[src/rtl/rx429_pkg.sv]
package rx429_pkg;

  // decoded line level of one sample
  typedef enum logic [1:0] {
    LVL_NULL = 2'd0,
    LVL_ONE  = 2'd1,
    LVL_ZERO = 2'd2,
    LVL_BAD  = 2'd3
  } lvl_e;

  // strobes from control to datapath
  typedef struct packed {
    logic shiftEn;
    logic shiftVal;
    logic storeEn;
  } rxStrobe_t;

endpackage

[src/rtl/rx429_ctrl.sv]
module rx429_ctrl
  import rx429_pkg::*;
#(
  parameter int WORD_BITS   = 32,
  parameter int DATA_MIN    = 3,
  parameter int DATA_MAX    = 7,
  parameter int NULL_MIN    = 3,
  parameter int PER_MIN     = 8,
  parameter int PER_MAX     = 12,
  parameter int GAP_SAMPLES = 40
) (
  input  logic      clk,
  input  logic      rstN,
  input  logic      tick,
  input  lvl_e      lvl,
  output rxStrobe_t strobe
);

  localparam int CW = $clog2(GAP_SAMPLES + 2);
  localparam int BW = $clog2(WORD_BITS + 1);
  localparam logic [CW-1:0] ONE_C   = CW'(1);
  localparam logic [CW-1:0] DMIN_C  = CW'(DATA_MIN);
  localparam logic [CW-1:0] DMAX_C  = CW'(DATA_MAX);
  localparam logic [CW-1:0] NMIN_C  = CW'(NULL_MIN);
  localparam logic [CW-1:0] PMIN_C  = CW'(PER_MIN);
  localparam logic [CW-1:0] PMAX_C  = CW'(PER_MAX);
  localparam logic [CW-1:0] GAP_C   = CW'(GAP_SAMPLES);
  localparam logic [BW-1:0] WORD_C  = BW'(WORD_BITS);
  localparam logic [BW-1:0] BONE_C  = BW'(1);

  typedef enum logic [1:0] {ST_IDLE, ST_DATA, ST_NULL, ST_ERR} st_e;

  st_e           state, stateN;
  logic [CW-1:0] runCnt, runN;
  logic [CW-1:0] perCnt, perN;
  logic [BW-1:0] bitCnt, bitN;
  logic          curOne, oneN;
  lvl_e          curLvl;
  logic          isData;

  assign curLvl = curOne ? LVL_ONE : LVL_ZERO;
  assign isData = (lvl == LVL_ONE) || (lvl == LVL_ZERO);

  always_comb begin
    stateN = state;
    runN   = runCnt;
    perN   = perCnt;
    bitN   = bitCnt;
    oneN   = curOne;
    strobe = '0;
    strobe.shiftVal = curOne;
    if (tick) begin
      unique case (state)
        ST_IDLE: begin
          if (isData) begin
            stateN = ST_DATA;
            runN   = ONE_C;
            perN   = ONE_C;
            bitN   = '0;
            oneN   = (lvl == LVL_ONE);
          end else if (lvl == LVL_BAD) begin
            stateN = ST_ERR;
            runN   = '0;
          end
        end
        ST_DATA: begin
          if (lvl == curLvl) begin
            if (runCnt >= DMAX_C) begin
              stateN = ST_ERR;
              runN   = '0;
            end else begin
              runN = runCnt + ONE_C;
              perN = perCnt + ONE_C;
            end
          end else if (lvl == LVL_NULL) begin
            if (runCnt < DMIN_C) begin
              stateN = ST_ERR;
              runN   = '0;
            end else begin
              strobe.shiftEn = 1'b1;
              bitN   = bitCnt + BONE_C;
              stateN = ST_NULL;
              runN   = ONE_C;
              perN   = perCnt + ONE_C;
            end
          end else begin
            stateN = ST_ERR;
            runN   = '0;
          end
        end
        ST_NULL: begin
          if (lvl == LVL_NULL) begin
            if (bitCnt == WORD_C) begin
              if (runCnt + ONE_C >= GAP_C) begin
                strobe.storeEn = 1'b1;
                stateN = ST_IDLE;
                runN   = '0;
              end else begin
                runN = runCnt + ONE_C;
              end
            end else if (perCnt >= PMAX_C) begin
              stateN = ST_ERR;
              runN   = '0;
            end else begin
              runN = runCnt + ONE_C;
              perN = perCnt + ONE_C;
            end
          end else if (isData) begin
            if ((bitCnt == WORD_C) || (runCnt < NMIN_C) || (perCnt < PMIN_C)) begin
              stateN = ST_ERR;
              runN   = '0;
            end else begin
              stateN = ST_DATA;
              runN   = ONE_C;
              perN   = ONE_C;
              oneN   = (lvl == LVL_ONE);
            end
          end else begin
            stateN = ST_ERR;
            runN   = '0;
          end
        end
        ST_ERR: begin
          if (lvl == LVL_NULL) begin
            if (runCnt + ONE_C >= GAP_C) begin
              stateN = ST_IDLE;
              runN   = '0;
            end else begin
              runN = runCnt + ONE_C;
            end
          end else begin
            runN = '0;
          end
        end
        default: stateN = ST_IDLE;
      endcase
    end
  end

  always_ff @(posedge clk or negedge rstN) begin
    if (!rstN) begin
      state  <= ST_IDLE;
      runCnt <= '0;
      perCnt <= '0;
      bitCnt <= '0;
      curOne <= 1'b0;
    end else begin
      state  <= stateN;
      runCnt <= runN;
      perCnt <= perN;
      bitCnt <= bitN;
      curOne <= oneN;
    end
  end


  bitcnt_range_chk: assert property (@(posedge clk) disable iff (!rstN)
    bitCnt <= WORD_C);


  shift_on_null_chk: assert property (@(posedge clk) disable iff (!rstN)
    strobe.shiftEn |-> (tick && lvl == LVL_NULL));


  store_on_null_chk: assert property (@(posedge clk) disable iff (!rstN)
    strobe.storeEn |-> (tick && lvl == LVL_NULL));

endmodule

[src/rtl/rx429_dp.sv]
module rx429_dp
  import rx429_pkg::*;
#(
  parameter int WORD_BITS   = 32,
  parameter int HI_DIV      = 4,
  parameter int LO_MULT     = 8,
  parameter int SYNC_STAGES = 2
) (
  input  logic                   clk,
  input  logic                   rstN,
  input  logic                   spdSel,
  input  logic                   lineHi,
  input  logic                   lineLo,
  input  logic                   rdStrobe,
  input  rxStrobe_t              strobe,
  output logic                   tick,
  output lvl_e                   lvl,
  output logic                   ready,
  output logic [WORD_BITS/2-1:0] rdData
);

  localparam int HALF_W = WORD_BITS / 2;
  localparam int LO_DIV = HI_DIV * LO_MULT;
  localparam int PW     = $clog2(LO_DIV + 1);
  localparam logic [PW-1:0] HI_LIM = PW'(HI_DIV - 1);
  localparam logic [PW-1:0] LO_LIM = PW'(LO_DIV - 1);
  localparam logic [PW-1:0] P_ONE  = PW'(1);

  // sample prescaler
  logic [PW-1:0] preCnt;
  logic [PW-1:0] divLim;
  assign divLim = spdSel ? HI_LIM : LO_LIM;
  assign tick   = (preCnt >= divLim);

  always_ff @(posedge clk or negedge rstN) begin
    if (!rstN) preCnt <= '0;
    else       preCnt <= tick ? '0 : preCnt + P_ONE;
  end

  // line synchronizers
  logic [SYNC_STAGES-1:0] syncHi, syncLo;
  generate
    if (SYNC_STAGES == 1) begin : g_sync1
      always_ff @(posedge clk or negedge rstN) begin
        if (!rstN) begin
          syncHi <= '0;
          syncLo <= '0;
        end else begin
          syncHi <= lineHi;
          syncLo <= lineLo;
        end
      end
    end else begin : g_syncN
      always_ff @(posedge clk or negedge rstN) begin
        if (!rstN) begin
          syncHi <= '0;
          syncLo <= '0;
        end else begin
          syncHi <= {syncHi[SYNC_STAGES-2:0], lineHi};
          syncLo <= {syncLo[SYNC_STAGES-2:0], lineLo};
        end
      end
    end
  endgenerate

  always_comb begin
    unique case ({syncHi[SYNC_STAGES-1], syncLo[SYNC_STAGES-1]})
      2'b10:   lvl = LVL_ONE;
      2'b01:   lvl = LVL_ZERO;
      2'b11:   lvl = LVL_BAD;
      default: lvl = LVL_NULL;
    endcase
  end

  // word assembly, first bit ends at index 0
  logic [WORD_BITS-1:0] shiftReg;
  always_ff @(posedge clk or negedge rstN) begin
    if (!rstN)              shiftReg <= '0;
    else if (strobe.shiftEn) shiftReg <= {strobe.shiftVal, shiftReg[WORD_BITS-1:1]};
  end

  logic                 parityOdd;
  logic [WORD_BITS-1:0] storeWord;
  assign parityOdd = ^shiftReg;
  assign storeWord = {parityOdd, shiftReg[WORD_BITS-2:0]};

  // holding register and host read pointer
  logic [WORD_BITS-1:0] holdReg;
  logic                 halfSel;

  always_ff @(posedge clk or negedge rstN) begin
    if (!rstN) begin
      holdReg <= '0;
      ready   <= 1'b0;
      halfSel <= 1'b0;
    end else if (strobe.storeEn) begin
      holdReg <= storeWord;
      ready   <= 1'b1;
      halfSel <= 1'b0;
    end else if (rdStrobe) begin
      halfSel <= ~halfSel;
      if (halfSel) ready <= 1'b0;
    end
  end

  assign rdData = halfSel ? holdReg[WORD_BITS-1:HALF_W] : holdReg[HALF_W-1:0];


  ready_rise_chk: assert property (@(posedge clk) disable iff (!rstN)
    $rose(ready) |-> $past(strobe.storeEn));


  ready_clear_chk: assert property (@(posedge clk) disable iff (!rstN)
    (rdStrobe && halfSel && !strobe.storeEn) |=> !ready);


  store_ptr_chk: assert property (@(posedge clk) disable iff (!rstN)
    strobe.storeEn |=> (ready && !halfSel));

  generate
    if (HI_DIV > 1) begin : g_tickChk

      tick_spacing_chk: assert property (@(posedge clk) disable iff (!rstN)
        tick |=> !tick);
    end
  endgenerate

endmodule

[src/rtl/rx429_rx.sv]
module rx429_rx
  import rx429_pkg::*;
#(
  parameter int WORD_BITS   = 32,
  parameter int HI_DIV      = 4,
  parameter int LO_MULT     = 8,
  parameter int SYNC_STAGES = 2,
  parameter int DATA_MIN    = 3,
  parameter int DATA_MAX    = 7,
  parameter int NULL_MIN    = 3,
  parameter int PER_MIN     = 8,
  parameter int PER_MAX     = 12,
  parameter int GAP_SAMPLES = 40
) (
  input  logic                   clk,
  input  logic                   rstN,
  input  logic                   spdSel,
  input  logic                   lineHi,
  input  logic                   lineLo,
  input  logic                   rdStrobe,
  output logic [WORD_BITS/2-1:0] rdData,
  output logic                   ready
);

  rxStrobe_t strobe;
  logic      tick;
  lvl_e      lvl;

  rx429_ctrl #(
    .WORD_BITS(WORD_BITS), .DATA_MIN(DATA_MIN), .DATA_MAX(DATA_MAX),
    .NULL_MIN(NULL_MIN), .PER_MIN(PER_MIN), .PER_MAX(PER_MAX),
    .GAP_SAMPLES(GAP_SAMPLES)
  ) ctrl_i (
    .clk(clk), .rstN(rstN), .tick(tick), .lvl(lvl), .strobe(strobe)
  );

  rx429_dp #(
    .WORD_BITS(WORD_BITS), .HI_DIV(HI_DIV), .LO_MULT(LO_MULT),
    .SYNC_STAGES(SYNC_STAGES)
  ) dp_i (
    .clk(clk), .rstN(rstN), .spdSel(spdSel), .lineHi(lineHi),
    .lineLo(lineLo), .rdStrobe(rdStrobe), .strobe(strobe),
    .tick(tick), .lvl(lvl), .ready(ready), .rdData(rdData)
  );

endmodule

[config.mk]
export PLATFORM = sky130hd
export DESIGN_NAME = rx429_rx
export DESIGN_NICKNAME = d
export VERILOG_FILES = /design/src/rtl/rx429_pkg.sv /design/src/rtl/rx429_ctrl.sv /design/src/rtl/rx429_dp.sv /design/src/rtl/rx429_rx.sv
export SDC_FILE = /design/constraint.sdc
export NUM_CORES = 1
export LEC_CHECK = 0
export BUFFER_PORTS_ARGS = -buffer_cell sky130_fd_sc_hd__buf_2
export CAP_MARGIN = 20
export CORE_MARGIN = 5
export CORE_UTILIZATION = 55
export DETAILED_ROUTE_END_ITERATION = 8
export PLACE_DENSITY = 0.73
export SYNTH_ARGS = -nofsm -noshare
export SYNTH_HDL_FRONTEND = slang
export SYNTH_SLANG_ARGS = --single-unit
[constraint.sdc]
create_clock -name clk -period 3.7 [get_ports clk]
set_clock_uncertainty 0.15 [all_clocks]
set_input_delay 0.185 -clock clk [delete_from_list [all_inputs] [get_ports clk]]
set_output_delay 0.185 -clock clk [all_outputs]
set_load 0.02 [all_outputs]
==> results of run 1 <==
-- final cells by class --
class,count,area [um2],share of cell area [%]
multi-input combinational,310,2500,45.3
timing repair buffer,31,210,3.80
sequential,97,2430,43.9
inverter,15,56.3,1.02
clock inverter,6,53.8,0.974
tap,111,139,2.51
clock buffer,10,138,2.49
-- timing repair --
item,4_1_cts,5_1_grt
hold endpoints to repair,42,0
endpoints found under the setup margin,0,0
hold buffers,4,0
-- synthesized netlist by cell type (all sizes together), types with 4 or more instances --
library cell,count
a21oi,5
a32o,5
and2,7
and3,4
buf,13
clkbuf,4
dfrtp,97
ha,19
inv,15
mux2,81
nand2,25
nand3,17
nand4,4
nor2,26
nor2b,4
nor3,9
nor4,6
o21ai,14
or3,4
xnor2,32
xor2,7
-- power by group through the flow --
stage	Combinational (W)	Sequential (W)	Clock [W]
3_5_place_dp	0.000730	0.00129	0
5_1_grt	0.000840	0.00128	0.000746
3_3_place_gp	0.000710	0.00128	0
4_1_cts	0.000738	0.00126	0.000699
2_1_floorplan	0.000606	0.00122	0
6_report	0.000736	0.00127	0.000677
-- sequential cells by signal, summed over array words and instances, names as in the netlist --
name           cells
dp_i.halfSel       1
dp_i.preCnt        6
ctrl_i.bitCnt      6
ctrl_i.curOne      1
dp_i.holdReg      32
dp_i.syncLo        2
ctrl_i.state       2
dp_i.ready         1
dp_i.syncHi        2
ctrl_i.runCnt      6
ctrl_i.perCnt      6
dp_i.shiftReg     32
-- routing by layer --
layer | GRT usage (%) | wire [um] | share of wire, % | up-vias
li1 | - | - | - | 1603
met1 | 25.3 | 4380 | 47 | 1656
met2 | 29.2 | 4480 | 48 | 54
met3 | 3.89 | 329 | 3.5 | 12
met4 | 4.72 | 97 | 1.0 | 0
met5 | 0 | 0 | 0 | -
-- worst reg2reg max path: cells and delay by family, from the launching register on --
kind	cells	cell delay (ns)
adder cells (fa/ha/maj)	1	0.32
flip-flops	1	0.47
multiplexers	1	0.28
buffers and inverters	2	0.45
AND/OR/NAND/NOR	1	0.50
AO/OA/AOI/OAI	2	0.58
-- final timing paths --
kind,start,end,cells past startpoint
worst max register to register,ctrl_i.runCnt[0]$_DFFE_PN0P_,dp_i.holdReg[6]$_DFFE_PN0P_,7
worst max-delay path,ctrl_i.runCnt[0]$_DFFE_PN0P_,dp_i.holdReg[6]$_DFFE_PN0P_,7
max in group asynchronous,rstN,ctrl_i.curOne$_DFFE_PN0P_,3
worst min-delay path,rstN,ctrl_i.runCnt[3]$_DFFE_PN0P_,2
min in group clk,dp_i.syncLo[0]$_DFF_PN0_,dp_i.syncLo[1]$_DFF_PN0_,0
worst min register to register,dp_i.syncLo[0]$_DFF_PN0_,dp_i.syncLo[1]$_DFF_PN0_,0
-- per-stage QoR --
step	cell area [um2]	hold slack, ns	utilization, %	worst slack (ns)	std cells
CTS	5530	0.201	60.7	0.833	580
detailed placement	5300	0.0482	58.1	0.852	560
global placement	5270	0.0455	57.8	0.557	559
global route	5530	0.216	60.7	0.522	580
floorplan	5080	-0.261	-	1.30	439
finish	5530	0.184	60.7	0.837	580
-- logic make-up (layout without fill, tap and decap cells) --
| group | after synthesis | in the layout | share of synthesized area, % |
|---|---|---|---|
| simple gates | 114 | 114 | 11.2 |
| xor+xnor | 39 | 39 | 6.73 |
| flops | 97 | 97 | 47.8 |
| compound gates | 55 | 55 | 8.23 |
| mux | 83 | 83 | 18.4 |
| fa+ha+maj | 19 | 19 | 4.68 |
| buf+inv | 32 | 62 | 2.96 |
==> metrics.csv, run 1 <==
stage;metric;value;unit
synthesis;synth_flop_cell;dfrtp_1;
synthesis;synth.avg_cell_area;11.6;um2
synthesis;synth_top_area_cell;dfrtp_1;
critical_path;critPathBufInv;2;
grt;grt_usage;18.2;%
routing;dr.first_iter.drc_count;155;
routing;avgViaCountPerCell;5.73;
die;dieArea;11300;um2
die;rows;35;
layout;layout-drive-gt1-share;27.5;%
cts;tritoncts;yes;
cts;clkTransAtPathRegs;0.10;ns
sta;tns;0;ns
layout;fillers;761;
synthesis;synth_nets;464;
cts;root_buffer;clkbuf_8;
die;die_h;106;um
sta;period_minus_slack;2.86;ns
layout;final_nets;489;
routing;drc;0;
place;portBuffers;22;
critical_path;path_cells;ha_1, inv_1, o211ai_1, a32o_1, nand4_2, buf_16, mux2_2;
pwr;clock_power_share;25.3;%
pwr;internal_power;0.00172;W
pwr;pwr-share-comb;27.5;%
pwr;total_power;0.00268;W
critical_path;worstSetupPathType;reg -> reg;
critical_path;cp_slowest_cell;nand4_2;
min_path;hold_class;in -> async;
grt;grt_max_degree;41;
sta;relSlewSlack;37.3;%
cts;cts_resized;0;
die;coreArea;9110;um2
synthesis;synth_edf_count;0;
sta;drv_slew;0;
routing;routed_wl;9290;um
die;die_w;106;um
pwr;p_sw_share;35.9;%
run_status;status;finished clean;
synthesis;syn_inst;439;
routing;wl_per_cell;16.0;um
routing;final_antenna_net_count;0;
synthesis;synth-seq-cells;97;
sta;worst_pin_slew;0.926;ns
cts;cts_sinks;97;
routing;vias;3325;
synthesis;ys_async_sr_fraction;100;%
pwr;peakVddDrop;280;uV
cts;htree_levels;3;
grt;grt_overflow;0;
critical_path;r2r_slack;0.84;ns
critical_path;max_stage_delay;0.50;ns
pwr;p_switching;0.000962;W
grt;grt_pass1_wl;16800;um
critical_path;startpoint_type;flop;
pwr;p_seq_share;47.2;%
grt;antenna_found_initial;0;
sta;final.period_utilization;77.4;%
synthesis;yosysTopAreaCellShare;47.8;%
die;start_util;55.7;%
sta;rsz0062_at_grt;false;
routing;firstDrtPassIters;4;
die;boundaryPins;23;
critical_path;path_delay_family;compound AO/OA/AOI/OAI gates;
layout;layout_commonest_cell;dfrtp_1;
synthesis;syn_area;5080;um2
critical_path;critPathCaptureType;flop;
synthesis;synthDistinctLibCells;50;
layout;final_cell_mix;dfrtp_1, mux2_2, xnor2_1, nor2_1, nand2_1;
sta;hold_viol;0;
synthesis;synth_area_leaders;dfrtp_1, mux2_2, xnor2_1, ha_1, nor2_1;
critical_path;critPathMaxFanout;23;
cts;numCtsBuffers;9;
layout;antenna_cells;0;
place;place.gp.congestion;0.881;
grt;grt_pass1_vias;3492;
place;dpl.hpwl;6550;um
pwr;p_per_area;485;nW/um2
sta;setup_viol;0;
synthesis;synth-seq-area-share;47.8;%
cts;clkLatencyLatePin;0.37;ns
critical_path;required;3.80;ns
critical_path;arrival;2.97;ns
run;drv_cap;0;
pwr;p_leak;2.70;nW
cts;cts_setup_buffers;0;
cts;clockBufferDepth;2;
synthesis;yosysWarnings;0;
sta;fmax;349;MHz
layout;syn_to_final_growth;8.85;%
No activity file was read; power rests on OpenSTA's default activity.
==> inputs of run 2 (changes only) <==
Settings changed: PLACE_DENSITY 0.73 to 0.76.
Clock period 3.7 ns to 2.47 ns, I/O delays scaled along.
==> run 2 against run 1 <==
Combinational power grew 90%. Die area did not move. Largest cell class unchanged. Register-to-register slack worse by 0.76 ns.
==> metrics.csv, run 2 (synthesized netlist as in run 1, its figures left out) <==
stage;metric;value;unit;change
pwr;p_leak;2.85;nW;+5.5%
cts;cts_sinks;97;;unchanged
cts;root_buffer;clkbuf_8;;
die;die_w;106;um;unchanged
grt;grt_pass1_vias;3505;;+0.37%
critical_path;critPathCaptureType;flop;;
place;portBuffers;22;;unchanged
routing;dr.first_iter.drc_count;160;;+3.2%
critical_path;reg2reg_depth;9;;+2
cts;tritoncts;yes;;
routing;routed_wl;9380;um;+0.99%
layout;finish.utilization;63.7;%;+3.0 points
routing;final_antenna_net_count;0;;unchanged
run;drv_cap;0;;unchanged
routing;avgViaCountPerCell;5.63;;-1.8%
critical_path;required;2.56;ns;-1.24 ns
layout;antenna_cells;0;;unchanged
critical_path;r2r_end;ctrl_i.perCnt[2]$_DFFE_PN0P_;;
routing;drc;0;;unchanged
layout;layout-drive-gt1-share;33.9;%;+6.4 points
sta;period_minus_slack;2.39;ns;-0.473 ns
sta;setup_viol;0;;unchanged
critical_path;worstSetupPathType;reg -> reg;;
critical_path;rr_startpoint;ctrl_i.bitCnt[0]$_DFFE_PN0P_;;
routing;vias;3401;;+2.3%
routing;firstDrtPassIters;5;;+1
layout;post_layout_nonfiller_instances;604;;+4.1%
layout;syn_to_final_growth;14.3;%;
cts;clkLatencyLatePin;0.35;ns;-0.02 ns
die;dieArea;11300;um2;unchanged
sta;final.period_utilization;96.8;%;+19 points
cts;htree_levels;3;;unchanged
layout;final_nets;513;;+4.9%
grt;antenna_found_initial;0;;unchanged
layout;top_regs;dp_i.holdReg (32), dp_i.shiftReg (32);;
grt;grt_pass1_wl;16600;um;-1.1%
pwr;p_per_area;737;nW/um2;+52%
min_path;hold_class;in -> async;;
critical_path;path_cells;inv_1, ha_1, nor4b_4, and2_4, o41a_1, a311oi_4, buf_6, nand3_1, a32o_1;;
cts;numCtsBuffers;9;;unchanged
routing;wl_per_cell;15.5;um;-3.0%
layout;final_cell_mix;dfrtp_1, mux2_2, xnor2_1, buf_4, nand2_1;;
layout;multi_input_area;2570;um2;+2.9%
grt;grt_max_degree;58;;+41%
die;die_h;106;um;unchanged
critical_path;startpoint_type;flop;;
sta;whs;0.142;ns;-0.0420 ns
pwr;peakVddDrop;309;uV;+10%
layout;fillers;714;;-6.2%
grt;grt_overflow;0;;unchanged
sta;relSlewSlack;50.3;%;+13 points
sta;worst_pin_slew;0.733;ns;-0.193 ns
die;coreArea;9110;um2;unchanged
sta;fmax;418;MHz;+20%
run_status;status;finished clean;;
place;place.gp.congestion;0.843;;-4.3%
grt;grt_usage;17.9;%;-0.31 points
cts;clockBufferDepth;2;;unchanged
die;rows;35;;unchanged
layout;layout_commonest_cell;dfrtp_1;;
place;dp_cells;577;;+3.0%
die;boundaryPins;23;;unchanged
layout;seq_area;2430;um2;unchanged
die;start_util;55.7;%;unchanged
cts;clkTransAtPathRegs;0.10;ns;about the same
pwr;total_power;0.00428;W;+60%
critical_path;cp_slowest_cell;o41a_1;;
place;dpl.hpwl;6520;um;-0.55%
critical_path;r2r_slack;0.08;ns;-0.76 ns
critical_path;arrival;2.48;ns;-0.49 ns
sta;hold_viol;0;;unchanged
critical_path;critPathMaxFanout;5;;-78%
critical_path;max_stage_delay;0.45;ns;-0.05 ns
sta;drv_slew;0;;unchanged
==> run 2: critical path: cells and delay by family (launching register included) <==
| kind | cells | cell delay (ns) |
|---|---|---|
| compound gates | 3 | 1.00 |
| buf+inv | 2 | 0.21 |
| simple gates | 3 | 0.37 |
| fa+ha+maj | 1 | 0.19 |
| flops | 1 | 0.36 |
==> run 2: through the flow <==
stage          worst slack, ns  area [um2]   TNS, ns
6_report                0.0793        5800         0
5_1_grt                -0.0175        5800   -0.0627
4_1_cts                 0.0154        5680         0
3_5_place_dp          -0.00659        5440  -0.00851
3_3_place_gp            0.0841        5440         0
2_1_floorplan           0.0652        5080         0
==> run 2: worst max path at each step <==
stage | slack (ns) | depth (start not counted) | startpoint | to
6_report | 0.08 | 9 | ctrl_i.bitCnt[0]$_DFFE_PN0P_ | ctrl_i.perCnt[2]$_DFFE_PN0P_
5_1_grt | -0.02 | 9 | dp_i.syncLo[1]$_DFF_PN0_ | ctrl_i.perCnt[4]$_DFFE_PN0P_
3_5_place_dp | -0.007 | 9 | dp_i.syncLo[1]$_DFF_PN0_ | ctrl_i.perCnt[2]$_DFFE_PN0P_
2_1_floorplan | 0.07 | 10 | ctrl_i.bitCnt[0]$_DFFE_PN0P_ | ctrl_i.perCnt[2]$_DFFE_PN0P_
3_3_place_gp | 0.08 | 8 | ctrl_i.bitCnt[1]$_DFFE_PN0P_ | ctrl_i.curOne$_DFFE_PN0P_
4_1_cts | 0.02 | 8 | dp_i.syncLo[1]$_DFF_PN0_ | ctrl_i.state[1]$_DFFE_PN0P_
==> run 2: routing by layer <==
layer,routed length (um),track usage [%],vias to the layer above
met3,280,2.55,6
met1,4500,25.3,1676
li1,-,-,1675
met5,0,0,-
met4,58,5.00,0
met2,4540,29.0,44
==> run 2: layout make-up <==
| class | instances | share of cell area, % |
|---|---|---|
| Clock buffer | 10 | 2.37 |
| Clock inverter | 6 | 0.992 |
| Inverter | 15 | 0.970 |
| Multi-Input combinational cell | 310 | 44.4 |
| Sequential cell | 97 | 41.8 |
| Tap cell | 111 | 2.39 |
| Timing Repair Buffer | 55 | 7.09 |
==> run 2: timing repair <==
item,4_1_cts,5_1_grt
hold endpoints to repair,44,0
setup buffers,0,7
pin swaps,0,5
gates cloned,0,0
gates resized for setup,2,19
hold buffers,4,0
setup endpoints to repair,5,84
==> run 2: where the power goes <==
| group | switching (W) | internal, W | leakage, nW |
|---|---|---|---|
| logic | 0.000750 | 0.000649 | 1.42 |
| registers | 0.000180 | 0.00170 | 1.33 |
| clock network | 0.000577 | 0.000417 | 0.101 |
| total | 0.00151 | 0.00277 | 2.85 |
==> inputs of run 3 (changes only) <==
Settings changed: CORE_MARGIN 5 to 2.
==> run 3 against run 2 <==
Sequential power about the same. Wire length increased by 2.2%. Critical path depth decreased by 1. Cell count decreased by 0.66%. Worst hold slack got worse by 0.039 ns. Combinational power decreased by 6%. Maximum frequency decreased by 1.2%. Clock power about the same. Largest cell class unchanged.
==> metrics.csv, run 3 (synthesized netlist as in run 1, its figures left out) <==
stage;metric;value;unit;change
run_status;status;finished clean;;
die;start_util;55.7;%;unchanged
sta;relSlewSlack;42.5;%;-7.8 points
critical_path;cp_slowest_cell;dfrtp_1;;
sta;period_minus_slack;2.42;ns;+0.0281 ns
layout;final_cell_mix;dfrtp_1, mux2_2, xnor2_1, nor2_1, nand2_1;;
layout;top_regs;dp_i.holdReg (32), dp_i.shiftReg (32);;
critical_path;startpoint_type;flop;;
place;place.gp.congestion;0.867;;+2.9%
routing;avgViaCountPerCell;5.69;;+0.96%
critical_path;path_cells;inv_1, ha_1, o21a_1, o21a_1, o211ai_1, o21ai_1, or3_1, o31ai_1;;
pwr;p_leak;2.83;nW;-0.43%
place;portBuffers;22;;unchanged
critical_path;max_stage_delay;0.40;ns;-0.05 ns
layout;syn_to_final_growth;13.8;%;
cts;numCtsBuffers;9;;unchanged
routing;final_antenna_net_count;0;;unchanged
pwr;peakVddDrop;337;uV;+9.1%
die;coreArea;9110;um2;unchanged
sta;setup_viol;0;;unchanged
grt;grt_pass1_vias;3282;;-6.4%
layout;final_nets;509;;-0.78%
place;dpl_cell_area;5430;um2;-0.28%
sta;fmax;413;MHz;-1.2%
die;die_w;100;um;-5.7%
routing;wl_per_cell;16.0;um;+2.9%
die;rows;35;;unchanged
cts;htree_levels;3;;unchanged
place;dpl.hpwl;6430;um;-1.3%
sta;hold_viol;0;;unchanged
cts;clkTransAtPathRegs;0.10;ns;about the same
sta;final.period_utilization;97.9;%;+1.1 points
routing;drc;0;;unchanged
cts;root_buffer;clkbuf_8;;
cts;tritoncts;yes;;
critical_path;critPathBufInv;1;;-1
die;dieArea;10000;um2;-11%
critical_path;arrival;2.54;ns;+0.06 ns
critical_path;worstSetupPathType;reg -> reg;;
critical_path;critPathCaptureType;flop;;
layout;fillers;742;;+3.9%
grt;grt_usage;19.4;%;+1.5 points
routing;vias;3411;;+0.29%
grt;grt_pass1_wl;15500;um;-6.8%
layout;layout-drive-gt1-share;32.3;%;-1.6 points
sta;drv_slew;0;;unchanged
routing;firstDrtPassIters;4;;-1
layout;antenna_cells;0;;unchanged
cts;clockBufferDepth;2;;unchanged
cts;cts_sinks;97;;unchanged
run;drv_cap;0;;unchanged
die;die_h;100;um;-5.7%
die;boundaryPins;23;;unchanged
min_path;hold_class;in -> async;;
layout;design_area;5780;um2;-0.41%
layout;finish.utilization;63.4;%;-0.26 points
grt;grt_max_degree;45;;-22%
critical_path;critPathMaxFanout;4;;-1
sta;rsz0062_at_grt;true;;
grt;antenna_found_initial;0;;unchanged
pwr;p_per_area;724;nW/um2;-1.7%
grt;grt_overflow;0;;unchanged
critical_path;path_delay_family;compound AO/OA/AOI/OAI gates;;
cts;clkLatencyLatePin;0.36;ns;about the same
sta;worst_pin_slew;0.849;ns;+0.115 ns
layout;layout_commonest_cell;dfrtp_1;;
routing;dr.first_iter.drc_count;149;;-6.9%
critical_path;required;2.59;ns;+0.03 ns
routing;routed_wl;9590;um;+2.2%
critical_path;crit_top_cell;o21a_1;;
## run 3: per-layer routing
layer	share of wire [%]	wire length, um	global-route usage [%]
met5	0	0	0
met1	48	4600	27.1
met4	1.1	108	6.95
met3	2.4	231	2.79
met2	48	4650	31.2
## run 3: what timing repair did
item / in CTS / in global routing
setup endpoints to repair: 2 / 78
hold buffers: 4 / 0
setup buffers: 0 / 3
hold endpoints to repair: 79 / 0
pin swaps: 0 / 5
gates cloned: 0 / 2
gates resized for setup: 1 / 13
## run 3: through the flow
stage	hold slack, ns	cells	worst slack (ns)	setup TNS, ns	power (W)
after floorplan	-0.322	439	0.0652	0	0.00274
after global placement	-0.0484	575	0.106	0	0.00310
after detailed placement	-0.0418	575	-0.0251	-0.0251	0.00314
after CTS	0.104	595	0.0116	0	0.00416
after global routing	0.134	600	-0.0379	-0.0696	0.00446
final	0.102	600	0.0512	0	0.00418
## run 3: final cells by class
type                    instances  area, um2  share of cell area (%)
inverters                      15       56.3                   0.974
multi-input cells             310       2540                    44.0
repair buffers                 51        417                    7.21
well taps                     111        139                    2.40
clock inverters                 6       57.6                   0.996
clock buffers                  10        138                    2.38
flip-flops and latches         97       2430                    42.0
## run 3: path summary, 6_finish.rpt
kind	slack, ns	end	start	cells past startpoint
max in group asynchronous	1.41	dp_i.holdReg[26]$_DFFE_PN0P_	rstN	3
max	0.05	ctrl_i.state[1]$_DFFE_PN0P_	dp_i.syncLo[1]$_DFF_PN0_	8
min in group clk	0.21	dp_i.syncHi[1]$_DFF_PN0_	dp_i.syncHi[0]$_DFF_PN0_	0
max reg2reg	0.05	ctrl_i.state[1]$_DFFE_PN0P_	dp_i.syncLo[1]$_DFF_PN0_	8
min	0.10	ctrl_i.runCnt[3]$_DFFE_PN0P_	rstN	2
min reg2reg	0.21	dp_i.syncHi[1]$_DFF_PN0_	dp_i.syncHi[0]$_DFF_PN0_	0
## run 3: where the power goes
| part | total (W) | switching (W) | internal (W) |
|---|---|---|---|
| sequential | 0.00187 | 0.000172 | 0.00170 |
| combinational | 0.00131 | 0.000718 | 0.000588 |
| clock | 0.00100 | 0.000586 | 0.000419 |
| total | 0.00418 | 0.00147 | 0.00271 |
